## config.mk

```make
export PLATFORM = sky130hd
export DESIGN_NAME = pci_bus_arbiter
export DESIGN_NICKNAME = d
export VERILOG_FILES = /design/src/rtl/pci_arb_pkg.sv /design/src/rtl/pci_arb_rr_pick.sv /design/src/rtl/pci_arb_timer.sv /design/src/rtl/pci_bus_arbiter.sv
export SDC_FILE = /design/constraint.sdc
export NUM_CORES = 1
export LEC_CHECK = 0
export ABC_AREA = 1
export CAP_MARGIN = 20
export CORE_ASPECT_RATIO = 0.5
export CORE_MARGIN = 2
export CORE_UTILIZATION = 57
export CTS_CLUSTER_SIZE = 30
export DETAILED_ROUTE_END_ITERATION = 7
export GPL_TIMING_DRIVEN = 0
export HOLD_SLACK_MARGIN = 0.05
export PLACE_DENSITY = 0.82
export SLEW_MARGIN = 40
export SYNTH_ARGS = -nofsm -noshare
export SYNTH_HDL_FRONTEND = slang
export SYNTH_SLANG_ARGS = --single-unit
```

## constraint.sdc

```tcl
create_clock -name clk -period 8.48 [get_ports clk]
set_input_delay 1.272 -clock clk [delete_from_list [all_inputs] [get_ports clk]]
set_output_delay 1.272 -clock clk [all_outputs]
set_load 0.01 [all_outputs]
```

## src/rtl/pci_arb_pkg.sv

```systemverilog
package pci_arb_pkg;

    localparam int TTP_CODE_W = 3;
    localparam int TTP_CNT_W  = 7;

    typedef enum logic [2:0] {
        ACT_HOLD,
        ACT_GRANT,
        ACT_SWITCH,
        ACT_YIELD,
        ACT_TIMEOUT
    } arb_act_e;

    // Time-to-preempt decode: 0 -> 0 clocks, n -> 2^(n-1) clocks
    function automatic logic [TTP_CNT_W-1:0] ttp_cycles(input logic [TTP_CODE_W-1:0] code);
        logic [TTP_CNT_W-1:0] r;
        if (code == '0)
            r = '0;
        else
            r = TTP_CNT_W'(1) << (code - TTP_CODE_W'(1));
        return r;
    endfunction

endpackage

```

## src/rtl/pci_arb_rr_pick.sv

```systemverilog
module pci_arb_rr_pick #(
    parameter int N  = 9,
    parameter int IW = 4
) (
    input  logic [N-1:0]  req,
    input  logic [IW-1:0] last,
    output logic          found,
    output logic [IW-1:0] sel
);
    // Search starts one above the last owner and wraps; the last owner comes last
    always_comb begin
        logic [IW:0] j;
        found = 1'b0;
        sel   = last;
        for (int i = 1; i <= N; i++) begin
            j = {1'b0, last} + (IW+1)'(i);
            if (j >= (IW+1)'(N))
                j = j - (IW+1)'(N);
            if (!found && req[IW'(j)]) begin
                found = 1'b1;
                sel   = IW'(j);
            end
        end
    end
endmodule

```

## src/rtl/pci_arb_timer.sv

```systemverilog
module pci_arb_timer #(
    parameter int W = 5
) (
    input  logic         clk,
    input  logic         rst,
    input  logic         clr,
    input  logic         inc,
    output logic [W-1:0] cnt
);
    // Saturating up-counter, clear wins over increment
    always_ff @(posedge clk) begin
        if (rst || clr)
            cnt <= '0;
        else if (inc && (cnt != {W{1'b1}}))
            cnt <= cnt + W'(1);
    end
endmodule

```

## src/rtl/pci_bus_arbiter.sv

```systemverilog
module pci_bus_arbiter
    import pci_arb_pkg::*;
#(
    parameter int N_MASTERS  = 9,
    parameter int IDLE_LIMIT = 16
) (
    input  logic                  clk,
    input  logic                  rst,
    input  logic [N_MASTERS-1:0]  req_n,
    input  logic                  frame_n,
    input  logic                  irdy_n,
    input  logic                  preempt_off,
    input  logic [2:0]            preempt_sel,
    output logic [N_MASTERS-1:0]  gnt_n
);
    localparam int IW     = (N_MASTERS > 1) ? $clog2(N_MASTERS) : 1;
    localparam int IDLE_W = $clog2(IDLE_LIMIT + 1);

    typedef struct packed {
        logic          on;
        logic [IW-1:0] owner;
    } grant_st_t;

    grant_st_t st_q, st_d;
    arb_act_e  act;

    logic [N_MASTERS-1:0] req_act, own_mask, others;
    logic                 bus_idle, owner_req, others_any;
    logic                 all_found, oth_found;
    logic [IW-1:0]        all_sel, oth_sel;
    logic [IDLE_W-1:0]    idle_cnt;
    logic [TTP_CNT_W-1:0] wait_cnt, ttp_lim;
    logic                 pre_hit, idle_cond, wait_cond, changed;

    assign bus_idle   = frame_n & irdy_n;
    assign req_act    = ~req_n;
    assign own_mask   = N_MASTERS'(1) << st_q.owner;
    assign owner_req  = |(req_act & own_mask);
    assign others     = req_act & ~own_mask;
    assign others_any = |others;
    assign ttp_lim    = ttp_cycles(preempt_sel);
    assign pre_hit    = !preempt_off && (wait_cnt >= ttp_lim);

    // Candidate when the bus is free
    pci_arb_rr_pick #(.N(N_MASTERS), .IW(IW)) u_pick_all (
        .req   (req_act),
        .last  (st_q.owner),
        .found (all_found),
        .sel   (all_sel)
    );

    // Candidate excluding the current owner (busy-bus handoff)
    pci_arb_rr_pick #(.N(N_MASTERS), .IW(IW)) u_pick_oth (
        .req   (others),
        .last  (st_q.owner),
        .found (oth_found),
        .sel   (oth_sel)
    );

    always_comb begin
        act = ACT_HOLD;
        if (!st_q.on) begin
            if (all_found)
                act = ACT_GRANT;
        end else if (others_any && (!owner_req || pre_hit)) begin
            act = bus_idle ? ACT_YIELD : ACT_SWITCH;
        end else if (owner_req && bus_idle &&
                     (idle_cnt == IDLE_W'(IDLE_LIMIT - 1))) begin
            act = ACT_TIMEOUT;
        end
    end

    always_comb begin
        st_d = st_q;
        unique case (act)
            ACT_GRANT:   begin st_d.on = 1'b1; st_d.owner = all_sel; end
            ACT_SWITCH:  begin st_d.owner = oth_found ? oth_sel : st_q.owner; end
            ACT_YIELD,
            ACT_TIMEOUT: begin st_d.on = 1'b0; end
            default:     ;
        endcase
    end

    assign changed   = (act != ACT_HOLD);
    assign idle_cond = st_q.on && owner_req && bus_idle;
    assign wait_cond = st_q.on && owner_req && others_any && !preempt_off;

    pci_arb_timer #(.W(IDLE_W)) u_idle_tmr (
        .clk (clk),
        .rst (rst),
        .clr (changed || !idle_cond),
        .inc (idle_cond),
        .cnt (idle_cnt)
    );

    pci_arb_timer #(.W(TTP_CNT_W)) u_wait_tmr (
        .clk (clk),
        .rst (rst),
        .clr (changed || !wait_cond),
        .inc (wait_cond),
        .cnt (wait_cnt)
    );

    always_ff @(posedge clk) begin
        if (rst) begin
            st_q.on    <= 1'b0;
            st_q.owner <= IW'(N_MASTERS - 1);
        end else begin
            st_q <= st_d;
        end
    end

    assign gnt_n = st_q.on ? ~own_mask : '1;

endmodule

```

==> run_results.csv <==
group,metric,value,unit
worst_setup_path,crit_path_cell_trace,"inv_1 -> ha_1 -> buf_6 -> nor2_1 -> nand3_1 -> nand3_2 -> nand2_2 -> nand2_1 -> xor2_1 -> inv_1 -> nand3_1 -> nand2_1 -> inv_1 -> nand4_4 -> nor2_2 -> a21oi_1 -> nand2_1 -> nand2_1 -> nand2_1 -> nand2_1 -> nand2_1 -> nand3_1 -> nand2_1 -> inv_1",
timing,fmax,210,MHz
route,ant_nets,0,
synthesis,ys_types,50,
timing,hold_viol,0,
place,io_buffers,18,
worst_setup_path,crit_path_max_fanout,14,
place,dp_hpwl,15700,µm
route,drtIter0Drc,1166,
floorplanning,core,0.00932,mm²
worst_setup_path,critPathSlowestCell,"dfxtp_1",
floorplanning,rows,25,
timing,period_minus_slack,4770,ps
grt,grt_pass1_vias,5865,
clocking,clockBufferDepth,2,
route,drt_first_pass_iters,8,
grt,antenna_found_initial,0,
worst_setup_path,critPathLaunchType,"flip-flop",
flow_run,max-cap-violations,0,
clocking,cts-root-buf,"clkbuf_16",
timing,slew_headroom,46.5,%
floorplanning,die_area,0.0103,mm²
timing,finClkSkew,1.81,ps
worst_setup_path,cpMostUsedCell,"nand2_1",
synthesis,synth_enable_flop_cells,0,
floorplanning,fp.dieW,142,µm
floorplanning,io_pins,26,
timing,slew_viol_final,0,
synthesis,ys.warnings.count,0,
clocking,ctsHoldBuffers,0,
worst_setup_path,crit_arrival,4910,ps
layout,seq_area,340,µm²
layout,multi_input_area,0.00441,mm²
place,post-place-ws,3490,ps
synthesis,ys.flop_type,"dfxtp_1",
layout,n_antenna_cell,0,
clocking,clk_pin_slew_worst_paths,50,ps
worst_setup_path,critPathRequiredTime,8620,ps
clocking,cts_resized,0,
floorplanning,die_y,72.8,µm
layout,drive_gt1_share,10.4,%
timing,setup_slack,3710,ps
route,vias,6938,
clocking,cts_buffers,3,
grt,grt_start_max_net_pins,15,
floorplanning,initial_utilization,57.8,%
synthesis,synth_area,0.00539,mm²
route,viasPerCell,6.15,
synthesis,synth-seq-cells,17,
synthesis,synth.area.top_cells,"nand2_1 (21%), nand3_1 (15%), inv_1 (8.6%)",
status,status,"finished with violations",
timing,finalSetupViolations,0,
place,gp_congestion,1.12,
layout,final_cells,1128,
synthesis,avgSynthCellArea,5.47,µm²
synthesis,ys_seq_area_share,6.32,%
clocking,clk_latency,240,ps
synthesis,async_flop_share,0,%
route,drt_wl_total,20100,µm
clocking,cts_setup_buffers,0,
route,avgRoutedWirePerCell,17.8,µm
synthesis,synth.top_cell.area_share,21.5,%
layout,nFillCells,956,
timing,period_share,56.2,%
route,drc_errors,16,
timing,worst_pin_slew,795,ps
place,numPlacedInstances,1124,
grt,grt_overflow,0,
clocking,h-tree-depth,1,
min_path,min_path_type,"flip-flop to flip-flop",
clocking,cts_sinks,17,
synthesis,netlist_instances,985,
worst_setup_path,end_kind,"flip-flop",
worst_setup_path,path_class,"flip-flop to flip-flop",
grt,grt_usage,38.4,%
status,violations,"design-rule violations",
layout,fin_nets,1060,
timing,rsz0062_at_grt,"no",
synthesis,yosysTopAreaCell,"nand2_1",
synthesis,syn_nets,1037,
worst_setup_path,slowest_delay,720,ps
grt,grt_pass1_wl,30900,µm
layout,syn_to_final_growth,7.64,%
timing,fin_tns_setup,0,ps
clocking,cts_tree,"built",
## path summary, 6_finish.rpt
kind | startpoint | endpoint | slack [ps] | cells past startpoint
max | st_q[1] | st_q[1] | 3710 | 24
min | u_idle_tmr.cnt[1] | u_idle_tmr.cnt[1] | 500 | 2
max reg2reg | st_q[1] | st_q[1] | 3710 | 24
min reg2reg | u_idle_tmr.cnt[1] | u_idle_tmr.cnt[1] | 500 | 2
## per-layer routing
| metal | vias to the layer above | share of wire (%) | track usage (%) |
|---|---|---|---|
| met5 | - | 0 | 0 |
| li1 | 3295 | - | - |
| met3 | 55 | 14 | 8.86 |
| met1 | 3113 | 44 | 55.4 |
| met2 | 475 | 40 | 58.1 |
| met4 | 0 | 2.4 | 8.67 |
## state kept, by name (all words and copies together), names as in the netlist
register	cells
st_q	5
u_idle_tmr.cnt	5
u_wait_tmr.cnt	7
## synth_stat cells (17+ instances only)
| cell type | number |
|---|---|
| ha_1 | 35 |
| nand4_1 | 19 |
| o21ai_1 | 24 |
| o21ai_0 | 37 |
| a21oi_1 | 30 |
| nor2_1 | 55 |
| dfxtp_1 | 17 |
| o211ai_1 | 23 |
| inv_1 | 123 |
| nand2_2 | 28 |
| nand3_1 | 161 |
| nand2_1 | 308 |
## metrics by stage
| stage | hold slack, ps | utilization, % | instance area, µm² |
|---|---|---|---|
| floorplan | 458 | - | 5390 |
| global placement | 473 | 61.4 | 5720 |
| detailed placement | 500 | 61.4 | 5720 |
| CTS | 508 | 62.2 | 5800 |
| global route | 515 | 62.2 | 5800 |
| finish | 499 | 62.2 | 5800 |
## layout by cell type (no fill, tap or decap), drive strengths merged
cell type      count
o311ai             1
o22ai              3
o21a               3
dfxtp             17
ha                35
nor3              12
o31ai              1
or2                2
a221oi             1
clkinv             1
inv              136
nor4               2
nand4             23
a21oi             32
o2111a             1
nand3            167
clkdlybuf4s50     18
a31o               1
nor2              64
o211ai            23
a21boi             2
clkbuf            10
o221ai             3
buf               14
nor3b              1
nand2            342
a21o               1
xor2              18
nand3b             1
o21ai             71
a31oi              1
## critical path: cells and delay by family (launching register included)
family                   cells  cell delay, ps
adder cells (fa/ha/maj)      1             490
XOR/XNOR                     1             460
AO/OA/AOI/OAI                1              70
AND/OR/NAND/NOR             16            1900
flip-flops                   1             720
buffers and inverters        5            1000
## area by class of cell
| type | count | share of cell area, % |
|---|---|---|
| plain buffers | 21 | 2.09 |
| clock buffers | 3 | 1.29 |
| clock inverters | 1 | 0.0863 |
| inverters | 136 | 8.84 |
| multi-input cells | 811 | 76.1 |
| flip-flops and latches | 17 | 5.87 |
| well taps | 121 | 2.61 |
| repair buffers | 18 | 3.11 |
## cell families after synthesis
group / Yosys count / share of synthesized area [%]
and+or+nand+nor: 614 / 53.7
buffers and inverters: 157 / 11.8
AOI/OAI and AO/OA: 144 / 16.4
adders and majority gates: 35 / 8.13
xor gates and xnor gates: 18 / 3.69
DFF: 17 / 6.32
Power is not shown: default switching activity piles up to over one toggle a cycle in this logic, so the estimate is an artifact.
